==> src/rtl/wd_pkg.sv <==
package wd_pkg;
  typedef struct packed {
    logic clr;
    logic inc;
  } wdStrobe_t;

  typedef struct packed {
    logic atMax;
    logic belowMin;
  } wdFlags_t;

  typedef enum logic [2:0] {
    PH_OFF,
    PH_SLEEP,
    PH_WAKE,
    PH_INIT,
    PH_GUARD
  } wdPhase_t;
endpackage

==> src/rtl/wd_count.sv <==
module wd_count #(
  parameter int CNT_W = 16
) (
  input  logic              clk,
  input  logic              rstN,
  input  wd_pkg::wdStrobe_t strb,
  input  logic [CNT_W-1:0]  minCount,
  input  logic [CNT_W-1:0]  maxCount,
  output wd_pkg::wdFlags_t  flags,
  output logic [CNT_W-1:0]  count
);
  localparam logic [CNT_W-1:0] ONE = CNT_W'(1);

  always_ff @(posedge clk or negedge rstN) begin
    if (!rstN) count <= '0;
    else if (strb.clr) count <= '0;
    else if (strb.inc) count <= count + ONE;
  end

  always_comb begin
    flags.atMax    = (count >= maxCount);
    flags.belowMin = (count < minCount);
  end

  AST_CLR_EXCL: assert property (@(posedge clk) disable iff (!rstN)
    !(strb.clr && strb.inc));
endmodule

==> src/rtl/wd_ctrl.sv <==
module wd_ctrl (
  input  logic              clk,
  input  logic              rstN,
  input  logic              enable,
  input  logic              suspend,
  input  logic              aliveWr,
  input  logic              keepActive,
  input  logic              clearSticky,
  input  wd_pkg::wdFlags_t  flags,
  output wd_pkg::wdStrobe_t strb,
  output logic              initAliveOk,
  output logic              violation,
  output logic              violationSticky,
  output logic              windowOpen
);
  import wd_pkg::*;

  wdPhase_t phase;
  logic aliveQ, suspendQ, violQ, stickyQ;
  logic aliveD, violD;

  always_comb begin
    if (!enable) phase = PH_OFF;
    else if (suspend) phase = PH_SLEEP;
    else if (suspendQ) phase = PH_WAKE;
    else if (!aliveQ) phase = PH_INIT;
    else phase = PH_GUARD;
  end

  always_comb begin
    strb   = '0;
    aliveD = aliveQ;
    violD  = 1'b0;
    case (phase)
      PH_OFF, PH_WAKE: begin
        strb.clr = 1'b1;
        aliveD   = 1'b0;
      end
      PH_SLEEP: begin
        strb = '0;
      end
      PH_INIT: begin
        if (aliveWr || keepActive) begin
          strb.clr = 1'b1;
          aliveD   = 1'b1;
        end else if (flags.atMax) begin
          strb.clr = 1'b1;
          violD    = 1'b1;
        end else begin
          strb.inc = 1'b1;
        end
      end
      default: begin
        if (aliveWr) begin
          strb.clr = 1'b1;
          if (flags.belowMin) begin
            violD  = 1'b1;
            aliveD = 1'b0;
          end
        end else if (flags.atMax) begin
          strb.clr = 1'b1;
          violD    = 1'b1;
          aliveD   = 1'b0;
        end else begin
          strb.inc = 1'b1;
        end
      end
    endcase
  end

  always_ff @(posedge clk or negedge rstN) begin
    if (!rstN) begin
      aliveQ   <= 1'b0;
      suspendQ <= 1'b0;
      violQ    <= 1'b0;
      stickyQ  <= 1'b0;
    end else begin
      aliveQ   <= aliveD;
      suspendQ <= suspend;
      violQ    <= violD;
      if (violD) stickyQ <= 1'b1;
      else if (clearSticky) stickyQ <= 1'b0;
    end
  end

  assign initAliveOk     = !enable || aliveQ;
  assign violation       = violQ;
  assign violationSticky = stickyQ;
  assign windowOpen      = enable && !suspend && !suspendQ && aliveQ && !flags.belowMin;

  AST_DISABLED_QUIET: assert property (@(posedge clk) disable iff (!rstN)
    !enable |=> !violation);
  AST_SUSPEND_QUIET: assert property (@(posedge clk) disable iff (!rstN)
    suspend |=> !violation);
  AST_STICKY_SET: assert property (@(posedge clk) disable iff (!rstN)
    violation |-> violationSticky);
  AST_STICKY_HOLD: assert property (@(posedge clk) disable iff (!rstN)
    (violationSticky && !clearSticky) |=> violationSticky);
  AST_WAKE_REARM: assert property (@(posedge clk) disable iff (!rstN)
    (enable && $fell(suspend)) |=> !initAliveOk);
endmodule

==> src/rtl/win_watchdog.sv <==
module win_watchdog #(
  parameter int CNT_W = 16
) (
  input  logic             clk,
  input  logic             rstN,
  input  logic             enable,
  input  logic [CNT_W-1:0] minCount,
  input  logic [CNT_W-1:0] maxCount,
  input  logic             aliveWr,
  input  logic             keepActive,
  input  logic             suspend,
  input  logic             clearSticky,
  output logic             initAliveOk,
  output logic             violation,
  output logic             violationSticky,
  output logic             windowOpen
);
  import wd_pkg::*;

  wdStrobe_t        strb;
  wdFlags_t         flags;
  logic [CNT_W-1:0] count;

  wd_count #(.CNT_W(CNT_W)) uCount (
    .clk(clk), .rstN(rstN), .strb(strb),
    .minCount(minCount), .maxCount(maxCount),
    .flags(flags), .count(count)
  );

  wd_ctrl uCtrl (
    .clk(clk), .rstN(rstN), .enable(enable), .suspend(suspend),
    .aliveWr(aliveWr), .keepActive(keepActive), .clearSticky(clearSticky),
    .flags(flags), .strb(strb), .initAliveOk(initAliveOk),
    .violation(violation), .violationSticky(violationSticky),
    .windowOpen(windowOpen)
  );

  AST_SUSPEND_HOLD: assert property (@(posedge clk) disable iff (!rstN)
    (enable && suspend) |=> $stable(count));
  AST_VIOL_PULSE: assert property (@(posedge clk) disable iff (!rstN)
    (violation && maxCount != '0) |=> !violation);
endmodule

==> config.mk <==
export PLATFORM = sky130hd
export DESIGN_NAME = win_watchdog
export DESIGN_NICKNAME = d
export VERILOG_FILES = /design/src/rtl/wd_pkg.sv /design/src/rtl/wd_count.sv /design/src/rtl/wd_ctrl.sv /design/src/rtl/win_watchdog.sv
export SDC_FILE = /design/constraint.sdc
export NUM_CORES = 1
export LEC_CHECK = 0
export BUFFER_PORTS_ARGS = -buffer_cell sky130_fd_sc_hd__buf_4
export CAP_MARGIN = 20
export CORE_ASPECT_RATIO = 1.1
export CORE_MARGIN = 3
export CORE_UTILIZATION = 54
export DETAILED_ROUTE_END_ITERATION = 8
export HOLD_SLACK_MARGIN = 0.08
export PLACE_DENSITY = 0.89
export SYNTH_ARGS = -nofsm -noshare
export SYNTH_HDL_FRONTEND = slang
export SYNTH_HIERARCHICAL = 1
export SYNTH_SLANG_ARGS = --single-unit
export TNS_END_PERCENT = 5
==> constraint.sdc <==
create_clock -name clk -period 3.75 [get_ports clk]
set_input_delay 0 -clock clk [delete_from_list [all_inputs] [get_ports clk]]
set_output_delay 0 -clock clk [all_outputs]
set_load 0.02 [all_outputs]
# After elaboration in Yosys (flattened, before gate mapping)
# Index checks and enable logic that the tools add are counted.
# Widths: inputs -> output; s select.
totals:
  regBits: 20
  out_inout_bits: 4
  wordCells: 56
classes:
  add_sub_neg: 1
  magnitude_cmp: 2
  eq_ne: 5
  n_mux: 25
  bitwise: 1
  reduce_logical: 17
op_table:
  columns: ["operator", "n"]
  rows:
  - ["$mux 16", 2]
  - ["$add 16x1->16 const B", 1]
  - ["$ge 16x16->1", 1]
  - ["$lt 16x16->1", 1]
  - ["$mux 1", 15]
  - ["$mux 3", 4]
  - ["$eq 3x2->1 const B", 2]
  - ["$pmux 1 s3", 2]
  - ["$logic_and 1x1->1", 4]
  - ["$logic_not 1->1", 4]
  - ["$ne 4x1->1 const B", 1]
  - ["$pmux 1 s2", 2]
  - ["$reduce_and 4->1", 1]
  - ["$reduce_bool 2->1", 2]
  - ["$reduce_bool 4->1", 1]
  - ["$eq 3x1->1 const B", 1]
  - ["$logic_not 3->1", 1]
  - ["$reduce_or 3->1", 1]
  - ["$logic_or 1x1->1", 2]
  - ["$ne 2x1->1 const B", 1]
  - ["$reduce_or 2->1", 1]
  - ["$not 1->1", 1]

# Logic depth before layout (Yosys ltp)
logic_depth:
  ltp_word: 9
  depth_mapped: 13
  mapped_depth_nobuf: 12

# Modules after synthesis
# The synthesis kept the hierarchy.
modules_own_cells:
  columns: ["module", "n_inst", "cells_each", "area_per_inst_um2", "seq_area_each_um2"]
  rows:
  - ["wd_count", 1, 185, 1605.3, 400.4]
  - ["wd_ctrl", 1, 23, 214.0, 100.1]

# Least setup slack after synthesis
# OpenSTA, ideal clock, no wires.
synth_path:
  path_type: "register -> register"
  start: "register uCount.count[0]"
  end: "register uCount.count[15]"
  setup_time_ns: 0.127
  t_arrival_ns: 2.902
  path_slack_ns: 0.721
  stages_incl_launch_ff: 14
  n_path_buf: 1
  path_cell_list: "dfrtp_1 > inv_1 > ha_1 > nand2b_1 > a2111oi_0 > o311a_1 > o21ai_0 > a2111oi_0 > o21ai_0 > buf_2 > o2111ai_4 > nor2_2 > nand3_1 > mux2_1"
synth_rtl:
  columns: ["item", "line", "text"]
  rows:
  - ["start, declared", "wd_count.sv:10", "output logic [CNT_W-1:0] count"]
  - ["start signal, assigned", "wd_count.sv:17", "else if (strb.inc) count <= count + ONE;"]

==> results.sh <==
export IMPL_status="finished, final reports clean"
export IMPL_fin_crit_sh_pct=95.6
export IMPL_viasPerCell=5.85
export IMPL_synth_compound_area_share_pct=14.9
export IMPL_crit_type="flip-flop to flip-flop"
export IMPL_yosys_area_share_simple_pct=18.8
export IMPL_synthAdderAreaFrac_pct=22.0
export IMPL_grt_pass1_vias=1639
export IMPL_final_seq_area_um2=500
export IMPL_yosysTopAreaCellShare_pct=27.5
export IMPL_end_kind="flip-flop"
export IMPL_cts_buffers=3
export IMPL_arrival_ns=3.77
export IMPL_worst_setup_path_start_kind="flip-flop"
export IMPL_clkPwrFrac_pct=25.0
export IMPL_critPathMaxFanout=7
export IMPL_cts_buffer_depth=2
export IMPL_wire_per_inst_um=14.3
export IMPL_drc=0
export IMPL_clk_latency_ns=0.29
export IMPL_synthTopCellsByCount="38 x inv_1, 32 x ha_1, 21 x nor2_1"
export IMPL_hold_violations=0
export IMPL_finalSetupTns_ns=0
export IMPL_worstSetupEndpoint="uCount/count[15]"
export IMPL_synth_edf_count=0
export IMPL_timing_fmax_mhz=279
export IMPL_antenna_cells=0
export IMPL_cp_required_ns=3.93
export IMPL_fin_hold_ws_ns=0.105
export IMPL_period_needed_ns=3.59
export IMPL_core_area_mm2=0.00313
export IMPL_multi_input_area_mm2=0.00117
export IMPL_routabilityCongestion=0.872
export IMPL_worstReg2RegEnd="uCount/count[15]"
export IMPL_rsz0062_at_grt="no"
export IMPL_place_area_mm2=0.00218
export IMPL_synth_cell_types=40
export IMPL_die_w_um=61.3
export IMPL_antenna_found_initial=0
export IMPL_ys_warn_count=6
export IMPL_grt_pass1_wl_mm=6.63
export IMPL_ys_top_cells_by_area="dfrtp_1 28%, ha_1 22%, inv_1 7.8%"
export IMPL_fin_cells=290
export IMPL_start_util_pct=58.2
export IMPL_cts_root_buffer="clkbuf_4"
export IMPL_p_sw_share_pct=25.9
export IMPL_powerDensity_mw_per_mm2=180
export IMPL_yosysMostFrequentCell="inv_1"
export IMPL_critPathLaunch="uCount/count[0]"
export IMPL_p_leak_nw=1.23
export IMPL_slew_limit_headroom_pct=49.7
export IMPL_synth_cells=208
export IMPL_drive_gt1_share_pct=22.7
export IMPL_ant_nets=0
export IMPL_dieArea_mm2=0.00410
export IMPL_ys_flop_type="dfrtp_1"
export IMPL_maxCapViolCount=0
export IMPL_synth_mux_area_share_pct=1.72
export IMPL_seq_area_frac_synth_pct=27.5
export IMPL_syn_cell_area_mm2=0.00182
export IMPL_cts_max_level=1
export IMPL_pwr_share_seq_pct=54.1
export IMPL_drtIter0Drc=66
export IMPL_hp_class="input pin to async pin"
export IMPL_synth_top_cell_by_area="dfrtp_1"
export IMPL_nNetsFinal=329
export IMPL_cts_tree="done"
export IMPL_synth_top_family_by_area="adder cells"
export IMPL_die_y_um=66.9
export IMPL_skew_ns=0.00496
export IMPL_ys_ff_latch=20
export IMPL_combPwrFrac_pct=20.9
export IMPL_overflow=0
export IMPL_syn_area_per_cell_um2=8.75
export IMPL_portBuffers=42
export IMPL_clk_pin_slew_worst_paths_ns=0.11
export IMPL_synth_nets=279
export IMPL_row_count=21
export IMPL_io_pins=43
export IMPL_dr_pass1_iters=4
export IMPL_worst_pin_slew_ns=0.746
export IMPL_rr_worst_depth=12
export IMPL_fin_total_pwr_mw=0.404
export IMPL_areaGrowthSynthToFinish_pct=23.6
export IMPL_placed_cells=283
export IMPL_wirelength_mm=4.14
export IMPL_power_switching_mw=0.105
export IMPL_vias=1697
export IMPL_cts_sinks=20
export IMPL_p_int_mw=0.300
export IMPL_setup_viol=0
export IMPL_synth_xor_area_share_pct=6.26
export IMPL_async_flop_share_pct=100
export IMPL_dp_hpwl_mm=3.20
export IMPL_final_max_slew_violation_count=0
export IMPL_peakVddDrop_mv=0.167
export IMPL_final_area_mm2=0.00225
export IMPL_grt_usage_pct=21.1
export IMPL_r2r_slack_ns=0.16
export IMPL_nFillCells=248
export IMPL_grt_max_degree=21
export IMPL_r2r_start="uCount/count[0]"
## registers in the layout, summed over array words and instances, names as in the netlist
name	count
uCount/count	16
uCtrl/aliveQ	1
uCtrl/suspendQ	1
uCtrl/violation	1
uCtrl/violationSticky	1
## critical path, cell delays in order, from the launching register on
cell and delay, ns:
dfrtp_1 0.50, inv_1 0.08, ha_1 0.27, nand2b_1 0.15, a2111oi_1 0.59, o311a_1 0.23, o21ai_0 0.28, a2111oi_2 0.37
o21ai_1 0.17, o2111ai_4 0.34, nor2_2 0.08, nand3_1 0.10, mux2_1 0.32
## worst min-delay path by stage
| stage | to | slack [ns] |
|---|---|---|
| after floorplan | uCount/count[0] | -0.30 |
| after global placement | uCtrl/aliveQ | -0.11 |
| after detailed placement | uCount/count[3] | -0.11 |
| after CTS | uCount/count[3] | 0.11 |
| after global routing | uCtrl/aliveQ | 0.10 |
| final | uCount/count[1] | 0.10 |
## metrics by stage
step                      utilization (%)  setup slack, ns
after detailed placement             69.7            0.231
after CTS                            71.7            0.220
after floorplan                         -            0.721
after global routing                 71.9           0.0351
after global placement               69.7            0.384
final                                71.9            0.165
## final cells by class
cell class,instances,share of cell area (%)
Tap cell,34,1.89
Timing Repair Buffer,48,16.5
Clock buffer,3,1.00
Sequential cell,20,22.3
Multi-Input combinational cell,146,51.9
Inverter,39,6.51
## layer usage
layer  part of all wire [%]  vias up  global-route usage [%]
met5                      0        -                       0
met4                    2.4        0                    7.96
met3                    5.6       17                    2.13
met2                     50       71                    37.4
met1                     42      792                    25.6
li1                       -      817                       -
## kinds of logic after synthesis
family                   after synthesis
AO/OA/AOI/OAI                         35
flip-flops                            20
multiplexers                           3
buffers and inverters                 42
AND/OR/NAND/NOR                       63
adder cells (fa/ha/maj)               32
XOR/XNOR                              13
## repair_timing
action,in CTS,in global routing
hold buffers,4,0
buffers inserted,0,0
resized for setup,0,3
hold endpoints to repair,24,0
endpoints found under the setup margin,0,5
## placed cells by master (no fill, tap or decap), drive strengths merged, types with 2 or more instances in the layout
master / instances
buf: 44
inv: 39
ha: 32
nor2: 22
dfrtp: 20
nand2: 12
xnor2: 9
a21oi: 7
nor3: 7
o21ai: 7
nand4: 7
a21o: 6
dlygate4sd3: 4
xor2: 4
a2111oi: 4
clkbuf: 3
and3: 3
nand3: 3
nor4: 3
o21a: 2
nand2b: 2
mux2i: 2
o211ai: 2
## power by group through the flow
| stage | sequential [mW] | combinational (mW) | clock, mW |
|---|---|---|---|
| 6_report | 0.219 | 0.0846 | 0.101 |
| 5_1_grt | 0.219 | 0.0938 | 0.115 |
| 2_1_floorplan | 0.223 | 0.0332 | 0 |
| 4_1_cts | 0.219 | 0.0832 | 0.0997 |
| 3_5_place_dp | 0.223 | 0.0794 | 0 |
| 3_3_place_gp | 0.223 | 0.0767 | 0 |
Note: power is estimated with default switching activity, not from simulation.
